$ cat src/rtl/dac_upd_pkg.sv
package dac_upd_pkg;

    typedef enum logic [0:0] {
        ST_INIT = 1'b0,
        ST_RUN  = 1'b1
    } upd_state_e;

    localparam int ADDR_MODE     = 2;
    localparam int ADDR_SOFTRST  = 5;
    localparam int ADDR_BCAST    = 6;
    localparam int ADDR_CH_BASE  = 8;
    localparam int SOFTRST_KEY   = 10;
    localparam int MODE_RESET    = 16'hFF00;

endpackage

$ cat src/rtl/dac_load_sync.sv
module dac_load_sync (
    input  logic clk,
    input  logic rst_n,
    input  logic load_n,
    output logic fall_pulse
);

    logic [2:0] sh_q;

    always_ff @(posedge clk or negedge rst_n) begin
        if (!rst_n) begin
            sh_q <= 3'b111;
        end else begin
            sh_q <= {sh_q[1:0], load_n};
        end
    end

    assign fall_pulse = sh_q[2] & ~sh_q[1];

    // a detected edge lasts exactly one cycle
    assert_fall_single_R6: assert property (
        @(posedge clk) disable iff (!rst_n) fall_pulse |=> !fall_pulse
    );

endmodule

$ cat src/rtl/dac_wr_decode.sv
module dac_wr_decode
    import dac_upd_pkg::*;
#(
    parameter int NCH = 4,
    parameter int AW  = 4,
    parameter int DW  = 16
) (
    input  logic           wr_en,
    input  logic           accept,
    input  logic [AW-1:0]  wr_addr,
    input  logic [DW-1:0]  wr_data,
    input  logic [NCH-1:0] bcast_en,
    output logic [NCH-1:0] chan_wr,
    output logic           mode_wr,
    output logic           soft_rst
);

    logic           take;
    logic           bcast_hit;
    logic [NCH-1:0] direct_hit;

    assign take      = wr_en & accept;
    assign bcast_hit = take & (wr_addr == AW'(ADDR_BCAST));
    assign mode_wr   = take & (wr_addr == AW'(ADDR_MODE));
    assign soft_rst  = take & (wr_addr == AW'(ADDR_SOFTRST))
                     & (wr_data[3:0] == 4'(SOFTRST_KEY));

    for (genvar g = 0; g < NCH; g++) begin : g_ch
        assign direct_hit[g] = take & (wr_addr == AW'(ADDR_CH_BASE + g));
        assign chan_wr[g]    = direct_hit[g] | (bcast_hit & bcast_en[g]);
    end

    // a direct write selects at most one channel and never a control register
    always_comb begin
        assert_one_target_R3: assert ($onehot0({|direct_hit, bcast_hit, mode_wr, soft_rst}) && $onehot0(direct_hit));
    end

endmodule

$ cat src/rtl/dac_chan.sv
module dac_chan #(
    parameter int DW = 16
) (
    input  logic          clk,
    input  logic          rst_n,
    input  logic          init,
    input  logic [DW-1:0] init_code,
    input  logic          wr,
    input  logic [DW-1:0] wr_val,
    input  logic          sync_mode,
    input  logic          load,
    output logic [DW-1:0] buf_code,
    output logic [DW-1:0] act_code
);

    logic [DW-1:0] buf_next;

    assign buf_next = wr ? wr_val : buf_code;

    always_ff @(posedge clk or negedge rst_n) begin
        if (!rst_n) begin
            buf_code <= '0;
            act_code <= '0;
        end else if (init) begin
            buf_code <= init_code;
            act_code <= init_code;
        end else begin
            buf_code <= buf_next;
            if ((wr && !sync_mode) || (load && sync_mode)) begin
                act_code <= buf_next;
            end
        end
    end

    assert_init_load_R1: assert property (
        @(posedge clk) disable iff (!rst_n)
        init |=> (act_code == $past(init_code)) && (buf_code == $past(init_code))
    );

    assert_async_write_R4: assert property (
        @(posedge clk) disable iff (!rst_n)
        (!init && wr && !sync_mode) |=> act_code == $past(wr_val)
    );

    assert_sync_hold_R5: assert property (
        @(posedge clk) disable iff (!rst_n)
        (!init && sync_mode && !load) |=> $stable(act_code)
    );

    assert_load_copy_R6: assert property (
        @(posedge clk) disable iff (!rst_n)
        (!init && sync_mode && load && !wr) |=> act_code == $past(buf_code)
    );

    assert_load_new_data_R7: assert property (
        @(posedge clk) disable iff (!rst_n)
        (!init && sync_mode && load && wr) |=> act_code == $past(wr_val)
    );

endmodule

$ cat src/rtl/dac_update_ctrl.sv
module dac_update_ctrl
    import dac_upd_pkg::*;
#(
    parameter int NCH = 4,
    parameter int DW  = 16,
    parameter int AW  = 4
) (
    input  logic              clk,
    input  logic              rst_n,
    input  logic              wr_en,
    input  logic [AW-1:0]     wr_addr,
    input  logic [DW-1:0]     wr_data,
    input  logic              load_n,
    input  logic              strap_midscale,
    input  logic              strap_gain2,
    input  logic              strap_refdiv2,
    output logic [NCH*DW-1:0] act_codes,
    output logic              gain_x2,
    output logic              ref_div2
);

    localparam int BC_LSB = DW / 2;
    localparam logic [DW-1:0] MID_CODE  = {1'b1, {(DW-1){1'b0}}};
    localparam logic [DW-1:0] ZERO_CODE = '0;

    upd_state_e     state_q, state_d;
    logic [DW-1:0]  mode_q;
    logic           in_init;
    logic           load_pulse;
    logic [NCH-1:0] chan_wr;
    logic           mode_wr;
    logic           soft_rst;
    logic [DW-1:0]  init_code;

    assign in_init   = (state_q == ST_INIT);
    assign init_code = strap_midscale ? MID_CODE : ZERO_CODE;

    // state register
    always_ff @(posedge clk or negedge rst_n) begin
        if (!rst_n) begin
            state_q <= ST_INIT;
        end else begin
            state_q <= state_d;
        end
    end

    // transitions: INIT->RUN always, RUN->INIT on software reset
    always_comb begin
        state_d = state_q;
        unique case (state_q)
            ST_INIT: state_d = ST_RUN;
            ST_RUN:  state_d = soft_rst ? ST_INIT : ST_RUN;
            default: state_d = ST_INIT;
        endcase
    end

    // outputs held by the state machine: straps and mode register
    always_ff @(posedge clk or negedge rst_n) begin
        if (!rst_n) begin
            mode_q   <= DW'(MODE_RESET);
            gain_x2  <= 1'b0;
            ref_div2 <= 1'b0;
        end else if (in_init) begin
            mode_q   <= DW'(MODE_RESET);
            gain_x2  <= strap_gain2;
            ref_div2 <= strap_refdiv2;
        end else if (mode_wr) begin
            mode_q   <= wr_data;
        end
    end

    dac_load_sync u_load (
        .clk        (clk),
        .rst_n      (rst_n),
        .load_n     (load_n),
        .fall_pulse (load_pulse)
    );

    dac_wr_decode #(.NCH(NCH), .AW(AW), .DW(DW)) u_dec (
        .wr_en    (wr_en),
        .accept   (!in_init),
        .wr_addr  (wr_addr),
        .wr_data  (wr_data),
        .bcast_en (mode_q[BC_LSB +: NCH]),
        .chan_wr  (chan_wr),
        .mode_wr  (mode_wr),
        .soft_rst (soft_rst)
    );

    for (genvar c = 0; c < NCH; c++) begin : g_chan
        logic [DW-1:0] buf_code;
        dac_chan #(.DW(DW)) u_chan (
            .clk       (clk),
            .rst_n     (rst_n),
            .init      (in_init),
            .init_code (init_code),
            .wr        (chan_wr[c]),
            .wr_val    (wr_data),
            .sync_mode (mode_q[c]),
            .load      (load_pulse),
            .buf_code  (buf_code),
            .act_code  (act_codes[c*DW +: DW])
        );
    end

    assert_init_exit_R1: assert property (
        @(posedge clk) disable iff (!rst_n)
        in_init |=> (state_q == ST_RUN) && (mode_q == DW'(MODE_RESET))
    );

    assert_strap_hold_R2: assert property (
        @(posedge clk) disable iff (!rst_n)
        (state_q == ST_RUN) |=> $stable(gain_x2) && $stable(ref_div2)
    );

    assert_soft_reset_R9: assert property (
        @(posedge clk) disable iff (!rst_n)
        soft_rst |=> in_init
    );

    assert_mode_write_R11: assert property (
        @(posedge clk) disable iff (!rst_n)
        mode_wr |=> mode_q == $past(wr_data)
    );

endmodule

$ cat config.mk
export PLATFORM = sky130hd
export DESIGN_NAME = dac_update_ctrl
export DESIGN_NICKNAME = d
export VERILOG_FILES = /design/src/rtl/dac_upd_pkg.sv /design/src/rtl/dac_load_sync.sv /design/src/rtl/dac_wr_decode.sv /design/src/rtl/dac_chan.sv /design/src/rtl/dac_update_ctrl.sv
export SDC_FILE = /design/constraint.sdc
export NUM_CORES = 1
export LEC_CHECK = 0
export ABC_CLOCK_PERIOD_IN_PS = 3550
export CAP_MARGIN = 20
export CELL_PAD_IN_SITES_DETAIL_PLACEMENT = 1
export CELL_PAD_IN_SITES_GLOBAL_PLACEMENT = 1
export CORE_ASPECT_RATIO = 0.5
export CORE_MARGIN = 8
export CORE_UTILIZATION = 45
export DETAILED_ROUTE_END_ITERATION = 7
export PLACE_DENSITY = 0.79
export SLEW_MARGIN = 20
export SYNTH_ARGS = -nofsm -noshare
export SYNTH_HDL_FRONTEND = slang
export SYNTH_SLANG_ARGS = --single-unit
$ cat constraint.sdc
create_clock -name clk -period 3.55 [get_ports clk]
set_clock_uncertainty 0.1 [all_clocks]
set_input_delay 0.71 -clock clk [delete_from_list [all_inputs] [get_ports clk]]
set_output_delay 0.71 -clock clk [all_outputs]
set_load 0.05 [all_outputs]
==> impl_results.rst, run 1 <==
.. list-table::
   :header-rows: 1

   * - Metric
     - Value
   * - Instance count of the mapped netlist
     - 425
   * - Area of the core
     - 12,800 sq um
   * - Number of clock sinks
     - 142
   * - Die footprint
     - 17,300 sq um
   * - Initial antenna violation count
     - 0
   * - Die extent in y
     - 97.2 microns
   * - Proportion of layout cells with a drive suffix above 1
     - 22.8%
   * - Setup Viol. Count Final
     - 0
   * - Row cnt
     - 29
   * - Result of the run
     - completed
   * - DIE WIDTH
     - 178 microns
   * - Hold Buf Count CTS
     - 0
   * - Post-layout minimum cycle time
     - 2.55 ns
   * - Unrepaired setup endpoints after global routing
     - no
   * - Largest cells by area after synthesis
     - dfrtp_1 57%, mux2i_1 11%, mux2_4 7.6%, mux2_2 6.8%, nand2_1 5.8%
   * - Yosys Warn Count
     - 0
   * - Post-Synthesis Net Count
     - 452
   * - Resized cells post-CTS
     - 0
   * - Yosys top cell by area
     - dfrtp_1
   * - Tightest Hold Check Type
     - in2async
   * - Final estimated routing congestion in global placement
     - 0.757
   * - Share of the clock period used by the worst path after layout
     - 71.7%
   * - Fraction of synthesized cell area taken by the top area cell type
     - 56.9%
   * - Antenna Violating Nets Remaining
     - 0
   * - Sum of negative setup slack
     - 0 ns
   * - Dominant synthesized flop cell
     - dfrtp_1
   * - Headroom to the max-slew limit
     - 45.4%
   * - Maximum clock rate
     - 393 MHz
   * - Critical register-to-register path startpoint
     - state_q$_DFF_PN0_
   * - Max_cap viols
     - 0
   * - Leakage power figure
     - 3.79 nW
   * - Placed wire-length estimate after detailed placement
     - 9460 microns
   * - # H-tree levels
     - 4
   * - CP Data Required Time
     - 3.75 ns
   * - Sequential cell area
     - 3560 sq um
   * - Post-synthesis register bit count
     - 142
   * - Multi-input gate area in the final layout
     - 2160 sq um
   * - Wire length per cell after detailed routing
     - 21.7 microns
   * - Maximum resistive drop on vdd
     - 0.522 mV
   * - Insertion delay to the later sink of the worst-skew pair
     - 0.42 ns
   * - Share of flip-flops with an asynchronous set or reset after synthesis
     - 100%
   * - Avg Synthesized Cell Area
     - 14.0 sq um
   * - Post-synthesis instance area
     - 5930 sq um
   * - Vias in the first global route
     - 4,213
   * - Element type at the critical path start
     - input pin
   * - Initial detailed-routing violation count
     - 201
   * - Number of synthesized flops with an enable pin
     - 0
   * - Initial core utilization
     - 46.5%
   * - Kind of critical path
     - in2reg
   * - Detailed Route WL
     - 15,300 microns
   * - Most frequently used cell type in the post-synthesis netlist
     - dfrtp_1
   * - Clock tree from TritonCTS
     - yes
   * - Largest fanout on the critical path
     - 16
   * - Grt total ovfl
     - 0
   * - CTS Buf Count
     - 17
   * - Fill cells
     - 1,261
   * - Clock tree root buffer cell
     - clkbuf_16
   * - Total iterations of the first detailed-routing run
     - 4
   * - Bufs on Longest Clock Path
     - 2
   * - Clock slew at reported path FFs
     - 0.06 ns
   * - Final number of hold-violating endpoints
     - 0
   * - Final core occ
     - 59.2%
   * - Overall routing resource usage
     - 18.6%
   * - Final layout net count
     - 549
   * - CP Launch Point
     - wr_addr[3]
   * - Remaining routing DRC violations
     - 0
   * - Number of port buffers
     - 92
   * - Portion of the post-synthesis area used by sequential elements
     - 60.0%
   * - WP data arrival
     - 2.74 ns
   * - Number of pins exceeding their max-slew limit in the final report
     - 0
   * - Antenna fix cells
     - 0
   * - Largest net degree at the start of global routing
     - 77
   * - Number of vias after detailed routing
     - 3,680
   * - Power per cell area
     - 977 nW/um^2
   * - Avg Vias per Cell
     - 5.22
   * - Setup slack of the most critical reg-to-reg path
     - 1.27 ns
   * - Wire length of the first global-routing pass
     - 24,700 microns
   * - Worst Setup End Kind
     - flip-flop
   * - Synth-to-layout area growth
     - 27.5%
   * - I/O pin cnt
     - 93
   * - Number of distinct standard cells referenced by the synthesized netlist
     - 27
   * - Transition at the pin with the smallest max-transition slack
     - 0.819 ns
   * - Buffer count from post-CTS setup fixing
     - 0
   * - Synth cell count leaders
     - 135 x dfrtp_1, 91 x nand2_1, 67 x mux2i_1, 36 x mux2_2, 30 x mux2_4
[where the power goes]
group | leakage, nW | internal, mW | switching [mW] | total (mW)
registers | 1.60 | 2.21 | 0.320 | 2.53
clock network | 0.285 | 1.09 | 0.719 | 1.81
logic | 1.91 | 1.15 | 1.89 | 3.04
[logic make-up (layout without fill, tap and decap cells)]
family	count (synthesis)	after routing	share of synthesized area [%]
flops	142	142	60.0
mux	133	133	25.7
simple gates	105	105	7.46
buf+inv	27	137	3.63
compound gates	18	18	3.16
[cells in the final DEF, fill, tap and decap left out, types with 4 or more instances in the layout]
cell type,count
a21oi_1,4
dfrtp_1,134
nand2_1,91
dfstp_2,7
clkinvlp_4,4
clkdlybuf4s50_1,91
o211a_1,4
mux2_2,36
clkbuf_16,17
o21ai_0,4
mux2i_1,67
buf_4,11
mux2_4,30
[sequential cells by signal, indices dropped and copies added, names as in the netlist]
| name | count |
|---|---|
| ref_div2 | 1 |
| g_chan.u_chan.buf_code | 64 |
| u_load.sh_q | 3 |
| g_chan.u_chan.act_code | 64 |
| gain_x2 | 1 |
| mode_q | 8 |
| state_q | 1 |
[cell type report]
type / count / area share [%]
clock inverters: 12 / 1.79
well taps: 170 / 2.81
inverters: 1 / 0.0496
repair buffers: 104 / 13.5
flip-flops and latches: 142 / 47.1
clock buffers: 20 / 6.17
multi-input cells: 256 / 28.5
[worst max-delay path, cell delays in order]
cell and delay, ns:
clkdlybuf4s50_1 0.57, and4b_1 0.33, a32oi_4 0.28, o211a_1 0.17
buf_4 0.30, mux2_2 0.39
[through the flow]
| step | hold slack [ns] | total power, mW | instances | area [sq um] | setup WS (ns) |
|---|---|---|---|---|---|
| 3_3_place_gp | 0.257 | 5.51 | 673 | 6960 | 0.693 |
| 4_1_cts | 0.228 | 7.47 | 705 | 7560 | 1.02 |
| 6_report | 0.196 | 7.39 | 705 | 7560 | 1.00 |
| 5_1_grt | 0.253 | 7.70 | 705 | 7560 | 0.898 |
| 2_1_floorplan | 0.245 | 4.52 | 425 | 5930 | 1.17 |
| 3_5_place_dp | 0.261 | 5.59 | 673 | 6960 | 0.628 |
[worst paths after layout]
check	to	cells after the start
hold reg to reg	u_load.sh_q[2]$_DFF_PN1_	0
max in group asynchronous	mode_q[10]$_DFFE_PN1P_	2
min in group clk	u_load.sh_q[2]$_DFF_PN1_	0
setup reg to reg	g_chan[3].u_chan.act_code[15]$_DFFE_PN0P_	4
setup / recovery	g_chan[3].u_chan.act_code[15]$_DFFE_PN0P_	6
hold / removal	g_chan[1].u_chan.buf_code[1]$_DFF_PN0_	1
[routing by layer]
layer	up-vias	part of all wire, %	global-route usage, %
met5	-	0	0
met4	0	0.98	5.31
met3	15	4.6	5.43
met2	65	50	31.1
met1	1948	44	23.1
li1	1652	-	-
No activity file was read; power rests on OpenSTA's default activity.
==> run 2, diff against run 1 <==
- ABC_CLOCK_PERIOD_IN_PS: 3550 -> 2370
- CORE_UTILIZATION: 45 -> 44
- PLACE_DENSITY: 0.79 -> 0.78
- clock period: 3.55 -> 2.37 ns (I/O delays scaled with it)
==> impl_results.rst, run 2 (synthesized netlist as in run 1, its figures left out) <==
.. list-table::
   :header-rows: 1

   * - Metric
     - Value
   * - Placed wire-length estimate after detailed placement
     - 10,200 microns
   * - Row cnt
     - 30
   * - Resized cells post-CTS
     - 0
   * - Max stage delay cell, worst path
     - clkdlybuf4s50_1
   * - Startpoint of the tightest hold check path
     - u_load.sh_q[0]$_DFF_PN1_
   * - Area of the core
     - 13,400 sq um
   * - Headroom to the max-slew limit
     - 64.0%
   * - Unrepaired setup endpoints after global routing
     - no
   * - Setup Viol. Count Final
     - 0
   * - Final core occ
     - 57.9%
   * - CTS Buf Count
     - 17
   * - Clock tree from TritonCTS
     - yes
   * - Worst-case hold slack
     - 0.254 ns
   * - WP data arrival
     - 1.65 ns
   * - Result of the run
     - completed
   * - Remaining routing DRC violations
     - 0
   * - Antenna fix cells
     - 0
   * - Number of port buffers
     - 92
   * - Number of pins exceeding their max-slew limit in the final report
     - 0
   * - Number of vias after detailed routing
     - 3,722
   * - CP Data Required Time
     - 1.80 ns
   * - Final number of hold-violating endpoints
     - 0
   * - CP Launch Point
     - g_chan[3].u_chan.act_code[10]$_DFFE_PN0P_
   * - Maximum resistive drop on vdd
     - 0.607 mV
   * - Vias in the first global route
     - 4,281
   * - Maximum clock rate
     - 450 MHz
   * - Final layout net count
     - 567
   * - Leakage power figure
     - 3.89 nW
   * - Multi-input gate area in the final layout
     - 2160 sq um
   * - Largest fanout on the critical path
     - 2
   * - Proportion of layout cells with a drive suffix above 1
     - 25.1%
   * - Clock slew at reported path FFs
     - 0.06 ns
   * - Largest net degree at the start of global routing
     - 64
   * - Number of clock sinks
     - 142
   * - Initial detailed-routing violation count
     - 251
   * - Bufs on Longest Clock Path
     - 2
   * - Initial core utilization
     - 44.4%
   * - # H-tree levels
     - 4
   * - Fill cells
     - 1,324
   * - Post-layout minimum cycle time
     - 2.22 ns
   * - Max_cap viols
     - 0
   * - I/O pin cnt
     - 93
   * - Avg Vias per Cell
     - 5.11
   * - Non-filler cells, final
     - 729
   * - Worst Setup End Kind
     - output port
   * - Share of the clock period used by the worst path after layout
     - 93.7%
   * - Insertion delay to the later sink of the worst-skew pair
     - 0.42 ns
   * - Antenna Violating Nets Remaining
     - 0
   * - Grt total ovfl
     - 0
   * - Sum of negative setup slack
     - 0 ns
   * - Top delay family on crit path
     - buffers and inverters
   * - Clock tree root buffer cell
     - clkbuf_16
   * - List of cells traversed by the critical path
     - clkdlybuf4s50_1
   * - Initial antenna violation count
     - 0
   * - Sequential cell area
     - 3560 sq um
   * - Maximum single-stage delay on the critical path
     - 0.82 ns
   * - Inst Count DP
     - 696
   * - Transition at the pin with the smallest max-transition slack
     - 0.538 ns
   * - Kind of critical path
     - reg2out
   * - Die footprint
     - 17,700 sq um
   * - Wire length per cell after detailed routing
     - 20.8 microns
   * - Element type at the critical path start
     - flip-flop
   * - Critical register-to-register path startpoint
     - state_q$_DFF_PN0_
   * - Final estimated routing congestion in global placement
     - 0.728
   * - Die extent in y
     - 98.1 microns
   * - Top library cells by usage in the layout, fill and taps aside
     - 134 x dfrtp_1, 91 x nand2_1, 91 x clkdlybuf4s50_1
   * - Tightest Hold Check Type
     - reg2reg
   * - Total iterations of the first detailed-routing run
     - 4
   * - Power per cell area
     - 1410 nW/um^2
   * - Overall routing resource usage
     - 17.7%
   * - Synth-to-layout area growth
     - 30.3%
   * - Number of buffer and inverter stages on the critical path
     - 1
   * - Wire length of the first global-routing pass
     - 24,500 microns
   * - DIE WIDTH
     - 180 microns
   * - Largest registers
     - g_chan.u_chan.act_code: 64 flops, g_chan.u_chan.buf_code: 64 flops, mode_q: 8 flops
   * - Detailed Route WL
     - 15,100 microns
   * - Most common cell after layout, fill and taps aside
     - dfrtp_1
[run 2: changes by cell type in the layout (fill, tap and decap cells not counted), sizes merged]
cell         change
buf             +17
bufinv           -1
clkinv           +2
clkinvlp         -1
clkbuf           -3
dlygate4sd3      +1
inv              +3
[run 2: path summary, 6_finish.rpt]
check / end / slack, ns / cells after the start
setup / recovery: act_codes[58] / 0.15 / 1
hold / removal: u_load.sh_q[1]$_DFF_PN1_ / 0.25 / 0
max in group asynchronous: g_chan[2].u_chan.act_code[7]$_DFFE_PN0P_ / 0.97 / 3
min in group asynchronous: gain_x2$_DFFE_PN0N_ / 0.47 / 2
hold reg to reg: u_load.sh_q[1]$_DFF_PN1_ / 0.25 / 0
setup reg to reg: g_chan[2].u_chan.act_code[9]$_DFFE_PN0P_ / 0.23 / 6
[run 2: metal layers]
layer,up-vias,global-route usage [%],part of all wire (%)
met3,25,5.59,4.0
li1,1689,-,-
met1,1934,21.1,44
met5,-,0,0
met2,74,30.3,51
met4,0,5.74,1.5
[run 2: repair_timing]
| item | 4_1_cts | 5_1_grt |
|---|---|---|
| setup buffers | 0 | 0 |
| hold endpoints to repair | 43 | 0 |
| hold buffers | 1 | 0 |
[run 2: power by group]
group          internal (mW)  switching [mW]
Clock                   1.46            1.10
Sequential              3.31           0.467
Combinational           1.76            2.85
[run 2: cell type report]
type                            instances  area share, %
Clock buffer                           17           5.50
Inverter                                1         0.0485
Tap cell                              176           2.85
Clock inverter                         15           1.78
Sequential cell                       142           46.1
Multi-Input combinational cell        256           27.9
Timing Repair Buffer                  122           15.8
[run 2: per-stage QoR]
stage	power (mW)	setup slack, ns	area, sq um
3_5_place_dp	8.43	-0.252	7160
2_1_floorplan	6.78	0.228	5930
3_3_place_gp	8.29	-0.200	7160
5_1_grt	11.4	0.0890	7730
4_1_cts	11.1	0.140	7730
6_report	10.9	0.149	7730
